`config.mk`:
```
export PLATFORM = sky130hd
export DESIGN_NAME = mdio_mgmt_ctrl
export DESIGN_NICKNAME = d
export VERILOG_FILES = /design/src/rtl/mdio_pkg.sv /design/src/rtl/mdio_clkdiv.sv /design/src/rtl/mdio_engine.sv /design/src/rtl/mdio_mgmt_ctrl.sv
export SDC_FILE = /design/constraint.sdc
export NUM_CORES = 1
export LEC_CHECK = 0
export ABC_AREA = 1
export BUFFER_PORTS_ARGS = -buffer_cell sky130_fd_sc_hd__buf_4
export CAP_MARGIN = 10
export CORE_MARGIN = 10
export CORE_UTILIZATION = 40
export CTS_CLUSTER_SIZE = 14
export DETAILED_ROUTE_END_ITERATION = 12
export SLEW_MARGIN = 20
export SYNTH_ARGS = -nofsm -noshare
export SYNTH_HDL_FRONTEND = slang
export SYNTH_SLANG_ARGS = --single-unit
```
`constraint.sdc`:
```
create_clock -name clk -period 4.2 [get_ports clk]
set_clock_uncertainty 0.1 [all_clocks]
set_input_delay 0.42 -clock clk [delete_from_list [all_inputs] [get_ports clk]]
set_output_delay 0.42 -clock clk [all_outputs]
set_load 0.005 [all_outputs]
```
`src/rtl/mdio_pkg.sv`:
```
package mdio_pkg;

    localparam int FRAME_BITS = 64;
    localparam int BUSY_BIT   = 28;
    localparam int RVAL_BIT   = 27;
    localparam int OP_BIT     = 26;

    typedef struct packed {
        logic        rd;
        logic [4:0]  reg_n;
        logic [4:0]  phy;
        logic [15:0] data;
    } mdio_cmd_t;

    function automatic mdio_cmd_t unpack_cmd(input logic [31:0] w);
        mdio_cmd_t c;
        c.rd    = w[OP_BIT];
        c.reg_n = w[25:21];
        c.phy   = w[20:16];
        c.data  = w[15:0];
        return c;
    endfunction

    // Serial frame, bit 63 leaves first.
    function automatic logic [FRAME_BITS-1:0] build_frame(input mdio_cmd_t c);
        logic [1:0]  op_bits;
        logic [1:0]  ta_bits;
        logic [15:0] tail;
        op_bits = c.rd ? 2'b10 : 2'b01;
        ta_bits = c.rd ? 2'b11 : 2'b10;
        tail    = c.rd ? 16'hFFFF : c.data;
        return {32'hFFFF_FFFF, 2'b01, op_bits, c.phy, c.reg_n, ta_bits, tail};
    endfunction

endpackage

```
`src/rtl/mdio_clkdiv.sv`:
```
module mdio_clkdiv #(
    parameter int MDC_DIV = 4
) (
    input  logic clk,
    input  logic rst,
    input  logic run,
    output logic mdc,
    output logic rise_stb,
    output logic fall_stb
);
    localparam int HALF = MDC_DIV / 2;
    localparam int CW   = $clog2(HALF) + 1;

    logic [CW-1:0] cnt;
    logic          wrap;

    assign wrap     = (cnt == CW'(HALF - 1));
    assign rise_stb = run && wrap && !mdc;
    assign fall_stb = run && wrap && mdc;

    always_ff @(posedge clk) begin
        if (rst || !run) begin
            cnt <= '0;
            mdc <= 1'b0;
        end else if (wrap) begin
            cnt <= '0;
            mdc <= ~mdc;
        end else begin
            cnt <= cnt + 1'b1;
        end
    end
endmodule

```
`src/rtl/mdio_engine.sv`:
```
module mdio_engine
    import mdio_pkg::*;
(
    input  logic        clk,
    input  logic        rst,
    input  logic        start,
    input  mdio_cmd_t   cmd,
    input  logic        rise_stb,
    input  logic        fall_stb,
    input  logic        mdio_i,
    output logic        busy,
    output logic        done,
    output logic [15:0] rd_data,
    output logic        mdio_o,
    output logic        mdio_oe
);
    localparam int BW = $clog2(FRAME_BITS);

    logic [FRAME_BITS-1:0] frame_q;
    logic [BW-1:0]         bitn;
    logic                  is_rd;
    logic [15:0]           shin;

    assign done    = busy && fall_stb && (bitn == '0);
    assign rd_data = shin;
    assign mdio_oe = busy && !(is_rd && (bitn <= BW'(17)));
    assign mdio_o  = busy ? frame_q[bitn] : 1'b1;

    always_ff @(posedge clk) begin
        if (rst) begin
            busy    <= 1'b0;
            bitn    <= '0;
            frame_q <= '0;
            is_rd   <= 1'b0;
            shin    <= '0;
        end else if (start) begin
            busy    <= 1'b1;
            bitn    <= BW'(FRAME_BITS - 1);
            frame_q <= build_frame(cmd);
            is_rd   <= cmd.rd;
        end else if (busy) begin
            if (rise_stb && is_rd && (bitn <= BW'(15)))
                shin <= {shin[14:0], mdio_i};
            if (fall_stb) begin
                if (bitn == '0) busy <= 1'b0;
                else            bitn <= bitn - 1'b1;
            end
        end
    end
endmodule

```
`src/rtl/mdio_mgmt_ctrl.sv`:
```
module mdio_mgmt_ctrl
    import mdio_pkg::*;
#(
    parameter int MDC_DIV = 4
) (
    input  logic        clk,
    input  logic        rst,
    input  logic        reg_wr,
    input  logic        reg_sel,
    input  logic [31:0] reg_wdata,
    output logic [31:0] cmd_rdata,
    output logic [31:0] pa_rdata,
    output logic        mdc,
    output logic        mdio_o,
    output logic        mdio_oe,
    input  logic        mdio_i
);
    mdio_cmd_t   cmd_q;
    mdio_cmd_t   cmd_in;
    logic        rvalid_q;
    logic [4:0]  pa_q;
    logic        busy, done, accept, rise_stb, fall_stb;
    logic [15:0] rd_data;

    assign cmd_in = unpack_cmd(reg_wdata);
    assign accept = reg_wr && !reg_sel && !busy;

    mdio_clkdiv #(.MDC_DIV(MDC_DIV)) u_div (
        .clk(clk), .rst(rst), .run(busy),
        .mdc(mdc), .rise_stb(rise_stb), .fall_stb(fall_stb)
    );

    mdio_engine u_eng (
        .clk(clk), .rst(rst), .start(accept), .cmd(cmd_in),
        .rise_stb(rise_stb), .fall_stb(fall_stb), .mdio_i(mdio_i),
        .busy(busy), .done(done), .rd_data(rd_data),
        .mdio_o(mdio_o), .mdio_oe(mdio_oe)
    );

    always_ff @(posedge clk) begin
        if (rst) begin
            cmd_q    <= '0;
            rvalid_q <= 1'b0;
            pa_q     <= '0;
        end else begin
            if (accept) begin
                cmd_q    <= cmd_in;
                rvalid_q <= 1'b0;
            end else if (done && cmd_q.rd) begin
                cmd_q.data <= rd_data;
                rvalid_q   <= 1'b1;
            end
            if (reg_wr && reg_sel)
                pa_q <= reg_wdata[4:0];
        end
    end

    assign cmd_rdata = {3'b000, busy, rvalid_q, cmd_q.rd, cmd_q.reg_n, cmd_q.phy, cmd_q.data};
    assign pa_rdata  = {27'd0, pa_q};
endmodule

```
After elaboration in Yosys (flattened, before gate mapping)
Cells that the tools add are included.
{"block": "totals", "output_inout_bits": 67, "ff_bits": 90}
{"block": "op_classes", "order_cmp": 3, "n_mux": 16, "n_addsub": 2, "eq_ne": 2, "reduce_logical": 26, "bitwise": 2}
{"operator": "$mux W16", "count": 3}
{"operator": "$mux W6", "count": 4}
{"operator": "$logic_and A1 B1 Y1", "count": 13}
{"operator": "$lt A6 B7 Y1 const B", "count": 1}
{"operator": "$mux W1", "count": 7}
{"operator": "$bmux W1 S6", "count": 1}
{"operator": "$le A6 B4 Y1 const B", "count": 1}
{"operator": "$le A6 B5 Y1 const B", "count": 1}
{"operator": "$logic_not A6 Y1", "count": 1}
{"operator": "$reduce_and A3 Y1", "count": 2}
{"operator": "$reduce_bool A2 Y1", "count": 3}
{"operator": "$sub A6 B1 Y6 const B", "count": 1}
{"operator": "$logic_not A1 Y1", "count": 4}
{"operator": "$reduce_or A2 Y1", "count": 2}
{"operator": "$add A2 B1 Y2 const B", "count": 1}
{"operator": "$eq A2 B1 Y1 const B", "count": 1}
{"operator": "$mux W2", "count": 1}
{"operator": "$ne A2 B2 Y1 const B", "count": 1}
{"operator": "$not A1 Y1", "count": 2}
{"operator": "$logic_or A1 B1 Y1", "count": 1}

Longest topological paths before layout
{"block": "depth", "depth_word": 8, "mapped_depth": 12, "mapped_depth_nobuf": 10}

By module
From an unflattened synthesis, not the netlist that was laid out.
{"block": "unflattened", "cells_unflattened": 601, "hier_area_um2": 4431.8}
{"module": "mdio_engine", "area_each_um2": 2436.1, "cells_each": 336, "seq_area_each_um2": 1041.0, "instances": 1}
{"module": "mdio_mgmt_ctrl", "area_each_um2": 1860.5, "cells_each": 248, "seq_area_each_um2": 660.6, "instances": 1}
{"module": "mdio_clkdiv", "area_each_um2": 135.1, "cells_each": 17, "seq_area_each_um2": 60.1, "instances": 1}

Least setup slack after synthesis
No wires, ideal clock.
{"block": "synth_path", "path_kind": "register to output", "from": "register u_eng.bitn[0]", "to": "output mdio_oe", "t_required_ps": 3680, "path_stages_with_launch": 8, "t_arrival_ps": 1293, "n_path_buf": 2, "setup_slack_ps": 2387, "path_cell_list": "dfxtp_1 > buf_2 > inv_1 > buf_2 > ha_1 > o21ai_0 > a21oi_1 > a21oi_1"}
{"block": "synth_via", "elab_chain_len": 4}
{"element": "from (decl)", "line": "mdio_engine.sv:20", "source": "logic [BW-1:0] bitn;"}
{"element": "from (signal assigned)", "line": "mdio_engine.sv:38", "source": "bitn <= BW'(FRAME_BITS - 1);"}
{"element": "from (signal assigned)", "line": "mdio_engine.sv:46", "source": "else bitn <= bitn - 1'b1;"}
{"element": "$le A6 B5 Y1", "line": "mdio_engine.sv:26", "source": "assign mdio_oe = busy && !(is_rd && (bitn <= BW'(17)));"}
{"element": "$logic_and A1 B1 Y1", "line": "mdio_engine.sv:26"}
{"element": "$logic_not A1 Y1", "line": "mdio_engine.sv:26"}
{"element": "$logic_and A1 B1 Y1", "line": "mdio_engine.sv:26"}
{"element": "to (decl)", "line": "mdio_mgmt_ctrl.sv:15", "source": "output logic mdio_oe,"}
Every way passes these cells.

Final worst setup path
Ends and elaborated chain as after synthesis.

==> qor.txt <==
drt drc = 0
TritonCTS buffer count = 9
layout cells sized above 1 = 19.5%
fin crit share = 64.1%
first-pass GRT wire length = 15700 um
Setup crit end kind = output pin
Vias/cell = 4.66
Syn-to-layout area delta = 15.3%
I/O Buffers = 68
crit-path max FO = 21
CTS tree = built
DIE HEIGHT = 118 um
post_cts resized = 0
total gr overflow = 0
max incr delay on CP = 480 ps
RSZ-0062 raised after global routing = no
FP Rows = 35
Cells after Synth = 523
first-iteration detailed-routing DRC count = 168
startpoint types = flop
RePlAce Congestion = 0.758
Min Hold Slack = 198 ps
Synth area leader = dfxtp_1
top post-synthesis cells by area = dfxtp_1 (40%), nand2_1 (9.9%), buf_4 (8.7%)
core box area = 9280 um2
placed cell area = 4150 um2
CP arrival = 2170 ps
Initial Util = 41.1%
I/O pin cnt = 104
Static Leakage = 1.99 nW
fin crit period = 2690 ps
hpwl dp = 6740 um
drt total wl = 9380 um
CP max-delay cell = inv_1
# hold bufs at CTS = 0
Final Slew Violations = 0
Root Driver = clkbuf_8
CTS H-Tree Depth = 3
pin count of the biggest net entering global routing = 40
Power Total = 1.73 mW
Slew @ Worst Pin = 838 ps
die area = 13800 um2
Max Cap Viol = 0
status = finished clean
sequential area share after synthesis = 40.4%
post-CTS setup buffer count = 0
Sink Count = 77
initial antenna violation count = 0
clock latency on the worst-skew pair = 350 ps
total track usage = 13.3%
Final #Nets = 606
Mapped Area = 3810 um2
number of global-route vias before repair = 3249
ant diodes = 0
cell area power density = 394 nW/um2
worst path cell trace = buf_4 > inv_1 > ha_1 > o21ai_0 > a21oi_1 > a21oi_1 > buf_4
worst hold path type = in2reg
Setup violations, final = 0
clock-pin slew on the worst setup and hold paths = 80 ps
Routed Antenna Nets = 0
Mapped Avg Cell Area = 7.29 um2
routed via count = 3254
flops & latches, synth = 77
post-DR wirelength/cell = 13.4 um
Yosys top cell area share = 40.4%
post-route cell area = 4400 um2
FILL cells = 961
Peak VDD IR = 0.197 mV
final setup TNS = 0 ps
Final Hold Viols = 0
slew margin rel. = 44.0%
WS Path Type = reg2out
post-synth cell types = 35
Die X = 118 um
Max Root-Sink Buffers = 2
CP required = 3680 ps
First-pass DRT Iterations = 4
Yosys warnings = 0
fmax = 371 MHz
==> cells in the mapped netlist <==
| library cell | instances |
|---|---|
| nand3_4 | 1 |
| nor2_2 | 11 |
| nand3_2 | 1 |
| nor2_1 | 33 |
| xnor2_1 | 1 |
| buf_12 | 2 |
| ha_1 | 4 |
| or2_2 | 1 |
| inv_1 | 53 |
| buf_4 | 44 |
| nor2_8 | 1 |
| a21oi_2 | 1 |
| inv_2 | 2 |
| xor2_1 | 1 |
| nor3_2 | 1 |
| o22ai_1 | 1 |
| nor3_1 | 2 |
| a21oi_1 | 35 |
| nand2_4 | 1 |
| buf_2 | 10 |
| conb_1 | 1 |
| nand4_1 | 1 |
| clkbuf_1 | 12 |
| nand2_2 | 2 |
| nand2_1 | 101 |
| a31oi_1 | 17 |
| o21ai_1 | 13 |
| nand2_8 | 1 |
| buf_6 | 1 |
| dfxtp_1 | 77 |
| nand3_1 | 36 |
| clkinv_1 | 3 |
| nor2_4 | 1 |
| o21ai_0 | 50 |
| inv_6 | 1 |
==> metrics by stage <==
step / worst slack, ps / cells / util [%]
3_3_place_gp: 1910 / 683 / 44.7
2_1_floorplan: 2390 / 552 / -
4_1_cts: 1480 / 699 / 47.4
3_5_place_dp: 1830 / 683 / 44.7
5_1_grt: 1360 / 699 / 47.4
6_report: 1510 / 699 / 47.4
==> metal layers <==
| layer | up-vias | share of wire [%] | track usage (%) |
|---|---|---|---|
| met1 | 1461 | 45 | 15.7 |
| li1 | 1691 | - | - |
| met3 | 6 | 6.5 | 4.51 |
| met2 | 96 | 48 | 22.1 |
| met5 | - | 0 | 0 |
| met4 | 0 | 0.66 | 4.10 |
==> power by group <==
part	total, mW	switching [mW]	internal, mW
registers	0.793	0.0268	0.766
clock network	0.696	0.282	0.414
logic	0.242	0.142	0.100
==> final timing paths <==
path | slack (ps) | depth (start not counted) | to | startpoint
worst max-delay path | 1510 | 7 | mdio_oe | u_eng.bitn[0]$_SDFFE_PP0P_
worst min-delay path | 200 | 3 | cmd_rdata[23]$_SDFFE_PP0P_ | reg_wdata[23]
worst max register to register | 1900 | 8 | u_eng.rd_data[13]$_SDFFE_PP0P_ | u_div.cnt[1]$_SDFF_PP0_
worst min register to register | 340 | 1 | u_div.cnt[0]$_SDFF_PP0_ | u_div.cnt[0]$_SDFF_PP0_
==> cell families after synthesis <==
logic type / count (synthesis) / share of synthesized area (%)
simple gates: 194 / 23.3
compound gates: 117 / 16.0
other cells: 1 / 0.0983
fa+ha+maj: 4 / 1.31
flops: 77 / 40.4
buf+inv: 128 / 18.4
xor+xnor: 2 / 0.459
==> worst max-delay path, delay by kind of cell, from the launching register on <==
family	cells	cell delay [ps]
buffers and inverters	3	810
AOI/OAI and AO/OA	3	350
adders and majority gates	1	340
DFF	1	310
==> flip-flops by register name, summed over array words and instances (netlist names) <==
register       cells
u_eng.bitn         6
u_eng.busy         1
cmd_rdata         24
rvalid_q           1
u_eng.frame_q     21
u_div.cnt          2
pa_q               5
u_eng.rd_data     16
u_div.mdc          1
==> layout make-up <==
| class | instances | area [um2] | area share, % |
|---|---|---|---|
| Inverter | 59 | 226 | 5.15 |
| Clock buffer | 11 | 141 | 3.22 |
| Multi-Input combinational cell | 347 | 1690 | 38.3 |
| Tap cell | 129 | 161 | 3.67 |
| Sequential cell | 77 | 1540 | 35.1 |
| Timing Repair Buffer | 71 | 533 | 12.1 |
| Clock inverter | 5 | 108 | 2.45 |
==> placed cells by master, fill, tap and decap left out, drive strengths merged <==
cell    count
bufinv      3
inv        56
conb       30
dfxtp      77
clkinv      5
clkbuf     11
o21ai      63
a21oi      36
nand2     105
a31oi      17
nor2       46
nor3        3
or2         1
nand4       1
nand3      38
xor2        1
o22ai       1
ha          4
xnor2       1
buf        71
No activity file was read; power rests on OpenSTA's default activity.
